## config.mk

```make
export PLATFORM = sky130hd
export DESIGN_NAME = wide_burst_master
export DESIGN_NICKNAME = d
export VERILOG_FILES = /design/src/rtl/wbm_pkg.sv /design/src/rtl/wbm_lane_gen.sv /design/src/rtl/wbm_addr_stage.sv /design/src/rtl/wbm_data_stage.sv /design/src/rtl/wide_burst_master.sv
export SDC_FILE = /design/constraint.sdc
export NUM_CORES = 1
export LEC_CHECK = 0
export BUFFER_PORTS_ARGS = -buffer_cell sky130_fd_sc_hd__buf_4
export CAP_MARGIN = 20
export CELL_PAD_IN_SITES_DETAIL_PLACEMENT = 0
export CELL_PAD_IN_SITES_GLOBAL_PLACEMENT = 1
export CORE_UTILIZATION = 31
export DETAILED_ROUTE_END_ITERATION = 10
export GPL_TIMING_DRIVEN = 0
export PLACE_DENSITY_LB_ADDON = 0.15
export SLEW_MARGIN = 20
export SYNTH_ARGS = -nofsm -noshare
export SYNTH_HDL_FRONTEND = slang
export SYNTH_SLANG_ARGS = --single-unit
```

## constraint.sdc

```tcl
create_clock -name clk -period 4.67 [get_ports clk]
set_input_delay 1.1675 -clock clk [delete_from_list [all_inputs] [get_ports clk]]
set_output_delay 1.1675 -clock clk [all_outputs]
set_load 0.01 [all_outputs]
```

## src/rtl/wbm_pkg.sv

```systemverilog
package wbm_pkg;
    localparam int ADDR_W     = 32;
    localparam int MAX_DATA_W = 64;
    localparam int LANES      = MAX_DATA_W / 8;
    localparam int LINE_BYTES = 32;
    localparam int SIZE_W     = 4;
    localparam int BEAT_W     = $clog2(LINE_BYTES / 4) + 1;

    typedef enum logic [1:0] {
        XK_SINGLE = 2'd0,
        XK_DOUBLE = 2'd1,
        XK_LINE   = 2'd2,
        XK_ADDR   = 2'd3
    } xfer_kind_e;

    typedef struct packed {
        logic [ADDR_W-1:0] addr;
        logic              write;
        logic [BEAT_W-1:0] beats;
    } tenure_t;

    function automatic logic [BEAT_W-1:0] line_beats(input logic wide);
        return wide ? BEAT_W'(LINE_BYTES / LANES) : BEAT_W'(LINE_BYTES / (LANES / 2));
    endfunction

    function automatic logic [ADDR_W-1:0] beat_step(input logic wide);
        return wide ? ADDR_W'(LANES) : ADDR_W'(LANES / 2);
    endfunction
endpackage

```

## src/rtl/wbm_lane_gen.sv

```systemverilog
module wbm_lane_gen
    import wbm_pkg::*;
(
    input  logic              wide,
    input  xfer_kind_e        kind,
    input  logic [SIZE_W-1:0] size,
    input  logic [ADDR_W-1:0] addr,
    output logic [LANES-1:0]  lanes,
    output logic [BEAT_W-1:0] beats,
    output logic              bad
);
    logic [2:0]       off;
    logic [4:0]       bus_bytes;
    logic [4:0]       end_pos;
    logic             size_ok;
    logic [LANES:0]   mask_w;
    logic [LANES-1:0] sub_lanes;

    always_comb begin
        off       = wide ? addr[2:0] : {1'b0, addr[1:0]};
        bus_bytes = wide ? 5'd8 : 5'd4;
        end_pos   = {2'b00, off} + {1'b0, size};
        size_ok   = (size >= 4'd1 && size <= 4'd4) || (wide && size == 4'd8);
        mask_w    = ({{LANES{1'b0}}, 1'b1} << size) - 1'b1;
        sub_lanes = mask_w[LANES-1:0] << off;
        lanes     = '0;
        beats     = '0;
        bad       = 1'b0;
        unique case (kind)
            XK_SINGLE: begin
                lanes = sub_lanes;
                beats = BEAT_W'(1);
                bad   = !size_ok || (end_pos > bus_bytes);
            end
            XK_DOUBLE: begin
                lanes = LANES'(8'h0F);
                beats = BEAT_W'(2);
                bad   = wide || (addr[2:0] != 3'd0);
            end
            XK_LINE: begin
                lanes = wide ? {LANES{1'b1}} : LANES'(8'h0F);
                beats = line_beats(wide);
                bad   = (addr[4:0] != 5'd0);
            end
            XK_ADDR: begin
                lanes = '0;
                beats = '0;
                bad   = 1'b0;
            end
        endcase
    end
endmodule

```

## src/rtl/wbm_addr_stage.sv

```systemverilog
module wbm_addr_stage
    import wbm_pkg::*;
(
    input  logic              clk,
    input  logic              rst,
    input  logic              accept,
    input  xfer_kind_e        in_kind,
    input  logic              in_write,
    input  logic [ADDR_W-1:0] in_addr,
    input  logic [LANES-1:0]  in_lanes,
    input  logic [BEAT_W-1:0] in_beats,
    input  logic              room,
    input  logic              a_ack,
    output logic              busy,
    output logic              a_valid,
    output logic [ADDR_W-1:0] a_addr,
    output xfer_kind_e        a_kind,
    output logic              a_write,
    output logic [LANES-1:0]  a_lanes,
    output logic              hand_valid,
    output tenure_t           hand
);
    logic [BEAT_W-1:0] beats_q;
    logic              fire;

    assign a_valid    = busy && ((beats_q == '0) || room);
    assign fire       = a_valid && a_ack;
    assign hand_valid = fire && (beats_q != '0);
    assign hand       = '{addr: a_addr, write: a_write, beats: beats_q};

    always_ff @(posedge clk) begin
        if (rst) begin
            busy <= 1'b0;
        end else if (fire) begin
            busy <= 1'b0;
        end else if (accept) begin
            busy <= 1'b1;
        end
    end

    always_ff @(posedge clk) begin
        if (rst) begin
            a_addr  <= '0;
            a_kind  <= XK_SINGLE;
            a_write <= 1'b0;
            a_lanes <= '0;
            beats_q <= '0;
        end else if (accept && !busy) begin
            a_addr  <= in_addr;
            a_kind  <= in_kind;
            a_write <= in_write;
            a_lanes <= in_lanes;
            beats_q <= in_beats;
        end
    end
endmodule

```

## src/rtl/wbm_data_stage.sv

```systemverilog
module wbm_data_stage
    import wbm_pkg::*;
(
    input  logic              clk,
    input  logic              rst,
    input  logic              wide,
    input  logic              hand_valid,
    input  tenure_t           hand,
    input  logic              d_ack,
    output logic              room,
    output logic              d_active,
    output logic [ADDR_W-1:0] d_addr,
    output logic              d_write,
    output logic              d_last
);
    tenure_t           pend_q;
    logic              pend_v;
    logic [BEAT_W-1:0] left_q;
    logic              beat_done;
    logic              finish;
    logic              take;

    assign room      = !pend_v;
    assign d_last    = d_active && (left_q == BEAT_W'(1));
    assign beat_done = d_active && d_ack;
    assign finish    = beat_done && d_last;
    assign take      = pend_v && (!d_active || finish);

    always_ff @(posedge clk) begin
        if (rst) begin
            pend_v   <= 1'b0;
            pend_q   <= '0;
            d_active <= 1'b0;
            d_addr   <= '0;
            d_write  <= 1'b0;
            left_q   <= '0;
        end else begin
            if (hand_valid) begin
                pend_v <= 1'b1;
                pend_q <= hand;
            end else if (take) begin
                pend_v <= 1'b0;
            end

            if (take) begin
                d_active <= 1'b1;
                d_addr   <= pend_q.addr;
                d_write  <= pend_q.write;
                left_q   <= pend_q.beats;
            end else if (beat_done) begin
                d_active <= !finish;
                d_addr   <= d_addr + beat_step(wide);
                left_q   <= left_q - BEAT_W'(1);
            end
        end
    end
endmodule

```

## src/rtl/wide_burst_master.sv

```systemverilog
module wide_burst_master
    import wbm_pkg::*;
(
    input  logic                  clk,
    input  logic                  rst,
    input  logic                  wide_strap,
    input  logic                  req_valid,
    output logic                  req_ready,
    input  logic [1:0]            req_kind,
    input  logic                  req_write,
    input  logic [ADDR_W-1:0]     req_addr,
    input  logic [SIZE_W-1:0]     req_size,
    output logic                  req_err,
    input  logic [MAX_DATA_W-1:0] cpu_wdata,
    output logic                  cpu_wtake,
    output logic                  rsp_valid,
    output logic [MAX_DATA_W-1:0] rsp_rdata,
    output logic                  rsp_last,
    output logic                  a_valid,
    output logic [ADDR_W-1:0]     a_addr,
    output logic [1:0]            a_kind,
    output logic                  a_write,
    output logic [LANES-1:0]      a_lanes,
    input  logic                  a_ack,
    output logic                  d_active,
    output logic [ADDR_W-1:0]     d_addr,
    output logic                  d_write,
    output logic                  d_last,
    output logic [MAX_DATA_W-1:0] d_wdata,
    input  logic [MAX_DATA_W-1:0] d_rdata,
    input  logic                  d_ack
);
    logic              wide_q;
    logic [LANES-1:0]  gen_lanes;
    logic [BEAT_W-1:0] gen_beats;
    logic              gen_bad;
    logic              busy;
    logic              accept;
    logic              room;
    logic              hand_valid;
    tenure_t           hand;
    xfer_kind_e        kind_in;
    xfer_kind_e        kind_out;

    always_ff @(posedge clk) begin
        if (rst) begin
            wide_q <= wide_strap;
        end
    end

    assign kind_in   = xfer_kind_e'(req_kind);
    assign req_ready = !busy;
    assign req_err   = req_valid && !busy && gen_bad;
    assign accept    = req_valid && !busy && !gen_bad;
    assign a_kind    = kind_out;

    wbm_lane_gen i_lane_gen (
        .wide  (wide_q),
        .kind  (kind_in),
        .size  (req_size),
        .addr  (req_addr),
        .lanes (gen_lanes),
        .beats (gen_beats),
        .bad   (gen_bad)
    );

    wbm_addr_stage i_addr_stage (
        .clk        (clk),
        .rst        (rst),
        .accept     (accept),
        .in_kind    (kind_in),
        .in_write   (req_write),
        .in_addr    (req_addr),
        .in_lanes   (gen_lanes),
        .in_beats   (gen_beats),
        .room       (room),
        .a_ack      (a_ack),
        .busy       (busy),
        .a_valid    (a_valid),
        .a_addr     (a_addr),
        .a_kind     (kind_out),
        .a_write    (a_write),
        .a_lanes    (a_lanes),
        .hand_valid (hand_valid),
        .hand       (hand)
    );

    wbm_data_stage i_data_stage (
        .clk        (clk),
        .rst        (rst),
        .wide       (wide_q),
        .hand_valid (hand_valid),
        .hand       (hand),
        .d_ack      (d_ack),
        .room       (room),
        .d_active   (d_active),
        .d_addr     (d_addr),
        .d_write    (d_write),
        .d_last     (d_last)
    );

    assign d_wdata   = cpu_wdata;
    assign cpu_wtake = d_active && d_write && d_ack;
    assign rsp_valid = d_active && !d_write && d_ack;
    assign rsp_rdata = d_rdata;
    assign rsp_last  = d_last;
endmodule

```

# Word-level counts from Yosys, hierarchy flattened

Index checks and enable logic that the tools add are counted.

Add/sub/neg operators: 4
Magnitude comparators: 3
Equality and inequality tests: 5
Shifts and indexed selects: 2
Mux-type cells: 16
Reduce and logical (&&, ||, !) cells: 37

Operator list:

| operator                                                                          | number |
|---|---|
| 32-bit two-way mux                                                                | 2 |
| 32-bit adder                                                                      | 1 |
| 8-bit one-hot mux with 4 select lines                                             | 1 |
| 4-bit two-way mux                                                                 | 5 |
| 1-bit logical AND                                                                 | 17 |
| 4-bit one-hot mux with 4 select lines                                             | 1 |
| 8-bit two-way mux                                                                 | 1 |
| 1-bit by 4-bit << shifter with 8-bit output (first input constant)                | 1 |
| 8-bit by 3-bit << shifter with 8-bit output                                       | 1 |
| 8-bit by 1-bit subtractor with 8-bit output (second input constant)               | 1 |
| 1-bit logical NOT                                                                 | 7 |
| 3-bit by 4-bit adder with 5-bit output                                            | 1 |
| 5-bit greater-than comparator                                                     | 1 |
| 1-bit logical OR                                                                  | 5 |
| 5-bit nonzero test                                                                | 1 |
| 2-bit equality test (second input constant)                                       | 2 |
| 4-bit by 1-bit equality test with 1-bit output (second input constant)            | 1 |
| 4-bit equality test (second input constant)                                       | 1 |
| 4-bit by 1-bit >= comparator with 1-bit output (second input constant)            | 1 |
| 4-bit by 3-bit less-or-equal comparator with 1-bit output (second input constant) | 1 |
| 4-bit logical NOT                                                                 | 1 |
| 1-bit two-way mux                                                                 | 4 |
| 1-bit one-hot mux with 4 select lines                                             | 1 |
| 2-bit nonzero test                                                                | 2 |
| other kinds (7)                                                                   | 7 |

Bits in registers: 125
Input bits: 173
Output and inout bits: 212
Logic and storage cells: 82

# Depth between registers and ports, before layout

Gate-level depths: netlist (run 1).

Depth in word-level cells: 9
Gate-level depth with buffers: 13
Depth with buffers taken out: 11

# Modules after synthesis

Synthesis (run 1) repeated with hierarchy kept, for this count alone.

Cell total of the unflattened synthesis: 888
Area total of the unflattened synthesis: 7,287.0 um^2

Modules (own cells, without submodules):

| module            | instances | cells an instance | area each (um^2) | sequential area each (um^2) |
|---|---|---|---|---|
| wbm_data_stage    | 1         | 427               | 3,706.1          | 1,521.5 |
| wbm_addr_stage    | 1         | 246               | 2,003.2          | 960.9 |
| wide_burst_master | 1         | 135               | 1,033.5          | 30.0 |
| wbm_lane_gen      | 1         | 80                | 544.3            | 0.0 |

# Worst setup path before layout (run 1)

No wires, ideal clock.

Kind: input-to-output
Start point: input port req_size[1]
End point: output port req_err
Data arrival time: 3,252 ps
Data required time: 3,503 ps
Path slack: 250 ps
Cell stages on the path: 10
Path buffers: 1
Cells stage by stage: clkbuf_1 > inv_1 > fa_1 > xnor2_1 > xnor2_1 > ha_1 > nand4b_1 > o21ai_0 > and4_1 > a211oi_1

Longest elaborated chain between the ends: 7
Elaborated cells on any way between the ends: 12
Those cells by class: add/sub (1); order compare (3); eq/ne (1); mux (1); reduce/logical (6)

Ends and longest elaborated chain:

| item                                                                                           | RTL line                | text |
|---|---|---|
| from (decl)                                                                                    | wide_burst_master.sv:12 | `input logic [SIZE_W-1:0] req_size,` |
| parallel branches: the longest is 4 deep, another holds 3-bit by 4-bit adder with 5-bit output | -                       |  |
| 1-bit logical OR (*)                                                                           | wbm_lane_gen.sv:33      | `bad = !size_ok \|\| (end_pos > bus_bytes);` |
| 1-bit one-hot mux with 4 select lines (*)                                                      | wbm_lane_gen.sv:29      | `unique case (kind)` |
| 1-bit logical AND (*)                                                                          | wide_burst_master.sv:53 | `assign req_err = req_valid && !busy && gen_bad;` |
| to (decl)                                                                                      | wide_burst_master.sv:13 | `output logic req_err,` |

Mark *: on every way between the ends.

# Worst setup path in the final report (run 1)

Same ends and word-level chain as after synthesis.

==> out/results.ini, run 1 <==
[clocking]
cts_tree = done
clk_pin_slew_ns = 0.06
clockBufferDepth = 2
ctsHtreeMaxLevel = 4
numCtsBuffers = 17
post-cts-setup-buffer-count = 0
clkLatencyLatePin_ns = 0.42
hold_buffers = 0
root_buffer = clkbuf_16
cts_sinks = 125

[yosys]
synth_nets = 1091
synth_area_leader_cell = dfxtp_1
ys_types = 60
ys_seq_area_frac = 0.349
ys_top_cells_by_area = dfxtp_1, buf_4, a21oi_1
syn_inst = 904
synth_edf_count = 1
synth-seq-cells = 125
synth_top_area_frac = 0.345
syn_area_per_cell_um2 = 7.96
synthArstFlopShare = 0
ys_warn_count = 0
syn_area_um2 = 7190
synthFlopType = dfxtp_1

[layout]
multiInputGateArea_um2 = 3140
seqCellArea_um2 = 2510
drive_gt1_frac = 0.397
syn_to_final_growth_pct = 39.6
fin_nets = 1366
fillerInstances = 2329

[outcome]
status = completed

[timing]
setup_ws_ns = 0.171
fin_tns_setup_ns = 0
period_share = 0.963
slew_violations = 0
hold_ws_ns = 0.453
slew_headroom = 0.230
period_minus_slack_ns = 4.50
worst_pin_slew_ns = 1.14
finalHoldViolations = 0
skew_ns = 0.0130
clock.fmax_mhz = 222
finalSetupViolCount = 0
rsz0062_at_grt = false

[floorplanning]
die_w_um = 154
io_pins = 385
rows = 55
die_area_um2 = 23800
initial_utilization = 0.317
die_y_um = 154
coreArea_um2 = 22700

[drt]
ant_nets = 0
vias = 6980
wirelength_mm = 25.2
routed_via_density = 4.72
drc_errors = 0
first_iter_violations = 270
wl_per_cell_um = 17.0
firstDrtPassIters = 4

[worst_setup_path]
cp-start-kind = primary input
cp-end-kind = output port
worstSetupPathType = in -> out
cp.required_ns = 3.50
r2r-start = wide_q$_DFFE_PP_
crit_start = req_size[1]
cp.arrival_ns = 3.33
cp_max_fo = 10

[placement]
pre_cts_ws_ns = -0.293
gp_congestion = 0.929
dp_hpwl_mm = 20.4
io_buffer_count = 256

[job]
cap_viol_max_count = 0

[grt]
antenna_found_initial = 2
overflow = 0
grt_max_degree = 17
grt_usage = 0.205
grt_first_pass_wirelength_mm = 37.1
grt_pass1_vias = 6695

[power]
irDropWorstVdd_mv = 0.224
p_per_area_nw_per_um2 = 284
total_leakage_power_uw = 0.00441

[min_path]
min_path_type = reg -> reg
worstHoldStart = i_data_stage.pend_q[4]$_SDFFE_PP0P_

==> flip-flops by register name (all words and copies together) (netlist names) <==
signal and count:
i_data_stage.d_active 1, i_data_stage.d_write 1, i_addr_stage.a_kind 2, i_data_stage.pend_q 37, i_addr_stage.a_lanes 8, i_addr_stage.a_write 1
i_data_stage.left_q 4, wide_q 1, i_addr_stage.a_addr 32, i_addr_stage.busy 1, i_data_stage.pend_v 1, i_data_stage.d_addr 32
i_addr_stage.beats_q 4
==> layout make-up <==
cell class	count	area share
well taps	285	0.0355
clock buffers	23	0.0486
repair buffers	256	0.191
multi-input cells	539	0.312
clock inverters	9	0.00623
flip-flops and latches	125	0.250
diodes	2	0.000499
inverters	19	0.00710
plain buffers	221	0.148
==> power by group <==
| group | total [µW] | leakage [µW] | internal [µW] | switching (µW) |
|---|---|---|---|---|
| Sequential | 1120 | 0.00101 | 1100 | 27.8 |
| Combinational | 512 | 0.00314 | 274 | 238 |
| Clock | 1220 | 0.000261 | 733 | 486 |
| Total | 2850 | 0.00441 | 2100 | 751 |
==> placed cells by master, fill, tap and decap left out, types with 6 or more instances in the layout <==
master and instances:
buf_4 417, dfxtp_1 124, nand2_1 100, a21oi_1 92
nor2_1 53, nand3_1 51, clkbuf_1 48, o21ai_0 40
a211oi_1 33, xor2_1 24, inv_1 19, clkbuf_16 17
nand4_1 12, ha_1 12, xnor2_1 10, nor3_1 9
and3_1 8, buf_2 7, nor4_1 7, nor2b_1 7
a31oi_1 7, nand2b_1 6
==> metrics by stage <==
stage	cell area (µm²)	std cells	util	total power [µW]
detailed placement	9470	1445	0.417	1660
finish	10000	1479	0.442	2850
global placement	9470	1445	0.417	1660
floorplan	7190	904	-	1430
CTS	10000	1477	0.442	2880
global route	10000	1479	0.442	2960
==> path summary, 6_finish.rpt <==
path	to	slack (ns)	cells after the start
worst min-delay path	i_data_stage.d_write$_SDFFE_PP0P_	0.45	2
worst min register to register	i_data_stage.d_write$_SDFFE_PP0P_	0.45	2
worst max-delay path	req_err	0.17	12
worst max register to register	i_addr_stage.a_addr[29]$_SDFFE_PP0P_	1.23	13
==> cells in the mapped netlist (all sizes together), types with 2 or more instances <==
library cell	number
nor3	10
or4	2
a311oi	6
inv	19
nand3b	3
o211ai	4
nand3	51
xor2	24
buf	174
nand4	12
or2	3
or3	3
o21a	5
o2111ai	2
dfxtp	124
and2	5
and3	8
and4	2
nor4	9
nand2b	6
o31ai	4
nor2	53
clkbuf	47
xnor2	10
fa	2
a31oi	7
o21ai	41
a22oi	5
nand2	100
ha	12
nand4b	2
a21oi	92
nor2b	7
a211oi	35
==> worst max-delay path: stages <==
cell and delay [ns]:
buf_4 0.11, clkbuf_4 0.19, inv_1 0.09, fa_2 0.37, xnor2_1 0.14, xnor2_1 0.15, ha_1 0.30, nand4b_1 0.10
o21ai_1 0.10, and4_1 0.20, a211oi_2 0.25, buf_4 0.16
==> routing by layer <==
layer	routed length (µm)	global-route usage	up-vias
met2	12500	0.362	276
met4	583	0.0773	0
met3	1640	0.0479	27
li1	-	-	3507
met5	0	0	-
met1	10400	0.240	3170
==> cells by family after synthesis <==
| logic type | Yosys count | synth area share |
|---|---|---|
| xor gates and xnor gates | 34 | 0.0414 |
| DFF | 125 | 0.349 |
| buffers and inverters | 240 | 0.216 |
| adders and majority gates | 14 | 0.0264 |
| AOI/OAI and AO/OA | 210 | 0.177 |
| muxes | 1 | 0.00139 |
| and+or+nand+nor | 280 | 0.189 |
==> repair_timing <==
action | in CTS | in global routing
pin swaps | 0 | 0
endpoints found under the setup margin | 1 | 1
gates resized for setup | 3 | 2
Note: power is estimated with default switching activity, not from simulation.
==> run 2: changes to the inputs <==
--- a/config.mk
+++ b/config.mk
@@ -13,6 +13,7 @@
 export DETAILED_ROUTE_END_ITERATION = 10
 export GPL_TIMING_DRIVEN = 0
 export PLACE_DENSITY_LB_ADDON = 0.15
+export RECOVER_POWER = 100
 export SLEW_MARGIN = 20
 export SYNTH_ARGS = -nofsm -noshare
 export SYNTH_HDL_FRONTEND = slang
==> run 2 against run 1 <==
Against the previous run: via count up 0.64%; final cell count unchanged; first-iteration DRC count up 11%; largest power group unchanged.
==> out/results.ini, run 2 (synthesis gave the netlist of run 1 again) <==
[power]
total_leakage_power_uw = 0.00367  ; -17%
power_uw = 2800  ; -2.1%
p_per_area_nw_per_um2 = 300  ; +5.6%
irDropWorstVdd_mv = 0.224  ; about the same

[clocking]
hold_buffers = 0  ; unchanged
clockBufferDepth = 2  ; unchanged
post-cts-setup-buffer-count = 0  ; unchanged
cts_tree = done
root_buffer = clkbuf_16
ctsHtreeMaxLevel = 4  ; unchanged
cts_sinks = 125  ; unchanged
clkLatencyLatePin_ns = 0.42  ; about the same
clk_pin_slew_ns = 0.06  ; about the same
numCtsBuffers = 17  ; unchanged
cts_resized = 3  ; unchanged

[placement]
io_buffer_count = 256  ; unchanged
gp_congestion = 0.929  ; unchanged
dp_hpwl_mm = 20.4  ; unchanged

[layout]
syn_to_final_growth_pct = 29.4
top_register = i_data_stage.pend_q
largest_reg_flops = 37  ; unchanged
final_cell_mix = clkbuf_1, buf_4, dfxtp_1, nand2_1, a21oi_1
drive_gt1_frac = 0.234  ; -0.163
largest_registers = i_data_stage.pend_q: 37 flops, i_addr_stage.a_addr: 32 flops, i_data_stage.d_addr: 32 flops
final_util = 0.410  ; -0.0322
multiInputGateArea_um2 = 3130  ; -0.32%
seqCellArea_um2 = 2510  ; unchanged
fillerInstances = 2494  ; +7.1%
final_common_cell = clkbuf_1
fin_nets = 1366  ; unchanged

[floorplanning]
io_pins = 385  ; unchanged
rows = 55  ; unchanged
coreArea_um2 = 22700  ; unchanged
die_y_um = 154  ; unchanged
die_w_um = 154  ; unchanged
die_area_um2 = 23800  ; unchanged
initial_utilization = 0.317  ; unchanged

[timing]
finalSetupViolCount = 0  ; unchanged
hold_ws_ns = 0.453  ; -0.000215 ns
rsz0062_at_grt = false
skew_ns = 0.0133  ; +0.000355 ns
worst_pin_slew_ns = 1.17  ; +0.0222 ns
finalHoldViolations = 0  ; unchanged
clock.fmax_mhz = 222  ; about the same
period_minus_slack_ns = 4.50  ; -0.00208 ns
slew_headroom = 0.215  ; -0.0149
slew_violations = 0  ; unchanged
period_share = 0.963  ; about the same
fin_tns_setup_ns = 0  ; unchanged

[drt]
firstDrtPassIters = 4  ; unchanged
vias = 7025  ; +0.64%
first_iter_violations = 299  ; +11%
wl_per_cell_um = 17.1  ; +0.35%
routed_via_density = 4.75  ; +0.64%
drc_errors = 0  ; unchanged
ant_nets = 0  ; unchanged
wirelength_mm = 25.3  ; +0.35%

[grt]
grt_max_degree = 17  ; unchanged
grt_first_pass_wirelength_mm = 37.1  ; unchanged
overflow = 0  ; unchanged
antenna_found_initial = 2  ; unchanged
grt_usage = 0.205  ; unchanged
grt_pass1_vias = 6695  ; unchanged

[worst_setup_path]
cp.required_ns = 3.50  ; about the same
worstSetupPathType = in -> out
cp_max_fo = 10  ; unchanged
cp-start-kind = primary input
cp.arrival_ns = 3.33  ; about the same
cp-end-kind = output port
rr_worst_depth = 13  ; unchanged

[job]
cap_viol_max_count = 0  ; unchanged

[min_path]
min_path_cells = 2  ; unchanged
min_path_type = reg -> reg

[outcome]
status = completed

[run 2: changes by cell type in the layout (fill, tap and decap cells not counted)]
| cell | previous run | this run |
|---|---|---|
| buf_6 | 5 | 3 |
| nor3_1 | 9 | 10 |
| buf_4 | 417 | 202 |
| a211oi_1 | 33 | 34 |
| buf_2 | 7 | 4 |
| clkbuf_4 | 1 | 29 |
| and2_1 | 5 | 4 |
| nor3_2 | 1 | 0 |
| a211oi_2 | 2 | 1 |
| and2_0 | 0 | 1 |
| clkbuf_1 | 48 | 240 |
[run 2: final cells by class]
| cell class | count | area share |
|---|---|---|
| multi-input combinational | 539 | 0.336 |
| sequential | 125 | 0.270 |
| buffer | 221 | 0.155 |
| timing repair buffer | 256 | 0.133 |
| clock buffer | 23 | 0.0524 |
| tap | 285 | 0.0383 |
| inverter | 19 | 0.00766 |
| clock inverter | 9 | 0.00672 |
| antenna | 2 | 0.000538 |
[run 2: worst max-delay path, cell delays in order]
cell,delay [ns]
buf_4,0.10
clkbuf_4,0.19
inv_1,0.09
fa_2,0.37
xnor2_1,0.14
xnor2_1,0.15
ha_1,0.30
nand4b_1,0.10
o21ai_1,0.10
and4_1,0.20
a211oi_2,0.25
buf_4,0.16
[run 2: path summary, 6_finish.rpt]
| kind | end | slack (ns) | startpoint |
|---|---|---|---|
| setup / recovery | req_err | 0.17 | req_size[1] |
| hold / removal | i_data_stage.d_write$_SDFFE_PP0P_ | 0.45 | i_data_stage.pend_q[4]$_SDFFE_PP0P_ |
| setup reg to reg | i_addr_stage.a_addr[30]$_SDFFE_PP0P_ | 1.23 | wide_q$_DFFE_PP_ |
| hold reg to reg | i_data_stage.d_write$_SDFFE_PP0P_ | 0.45 | i_data_stage.pend_q[4]$_SDFFE_PP0P_ |
[run 2: power by group]
| group | switching, µW | internal, µW |
|---|---|---|
| sequential | 27.3 | 1100 |
| combinational | 236 | 216 |
| clock | 487 | 733 |
[run 2: routing by layer]
| metal | part of all wire | vias up | global-route usage | wire [µm] |
|---|---|---|---|---|
| li1 | - | 3509 | - | - |
| met1 | 0.42 | 3207 | 0.240 | 10500 |
| met2 | 0.49 | 282 | 0.362 | 12400 |
| met3 | 0.067 | 27 | 0.0479 | 1690 |
| met4 | 0.025 | 0 | 0.0773 | 643 |
| met5 | 0 | - | 0 | 0 |
[run 2: through the flow]
stage	cells	setup slack, ns	instance area [µm²]
after floorplan	904	0.250	7190
after global placement	1445	-0.318	9470
after detailed placement	1445	-0.293	9470
after CTS	1477	0.0114	10000
after global routing	1479	0.0458	9310
final	1479	0.173	9310
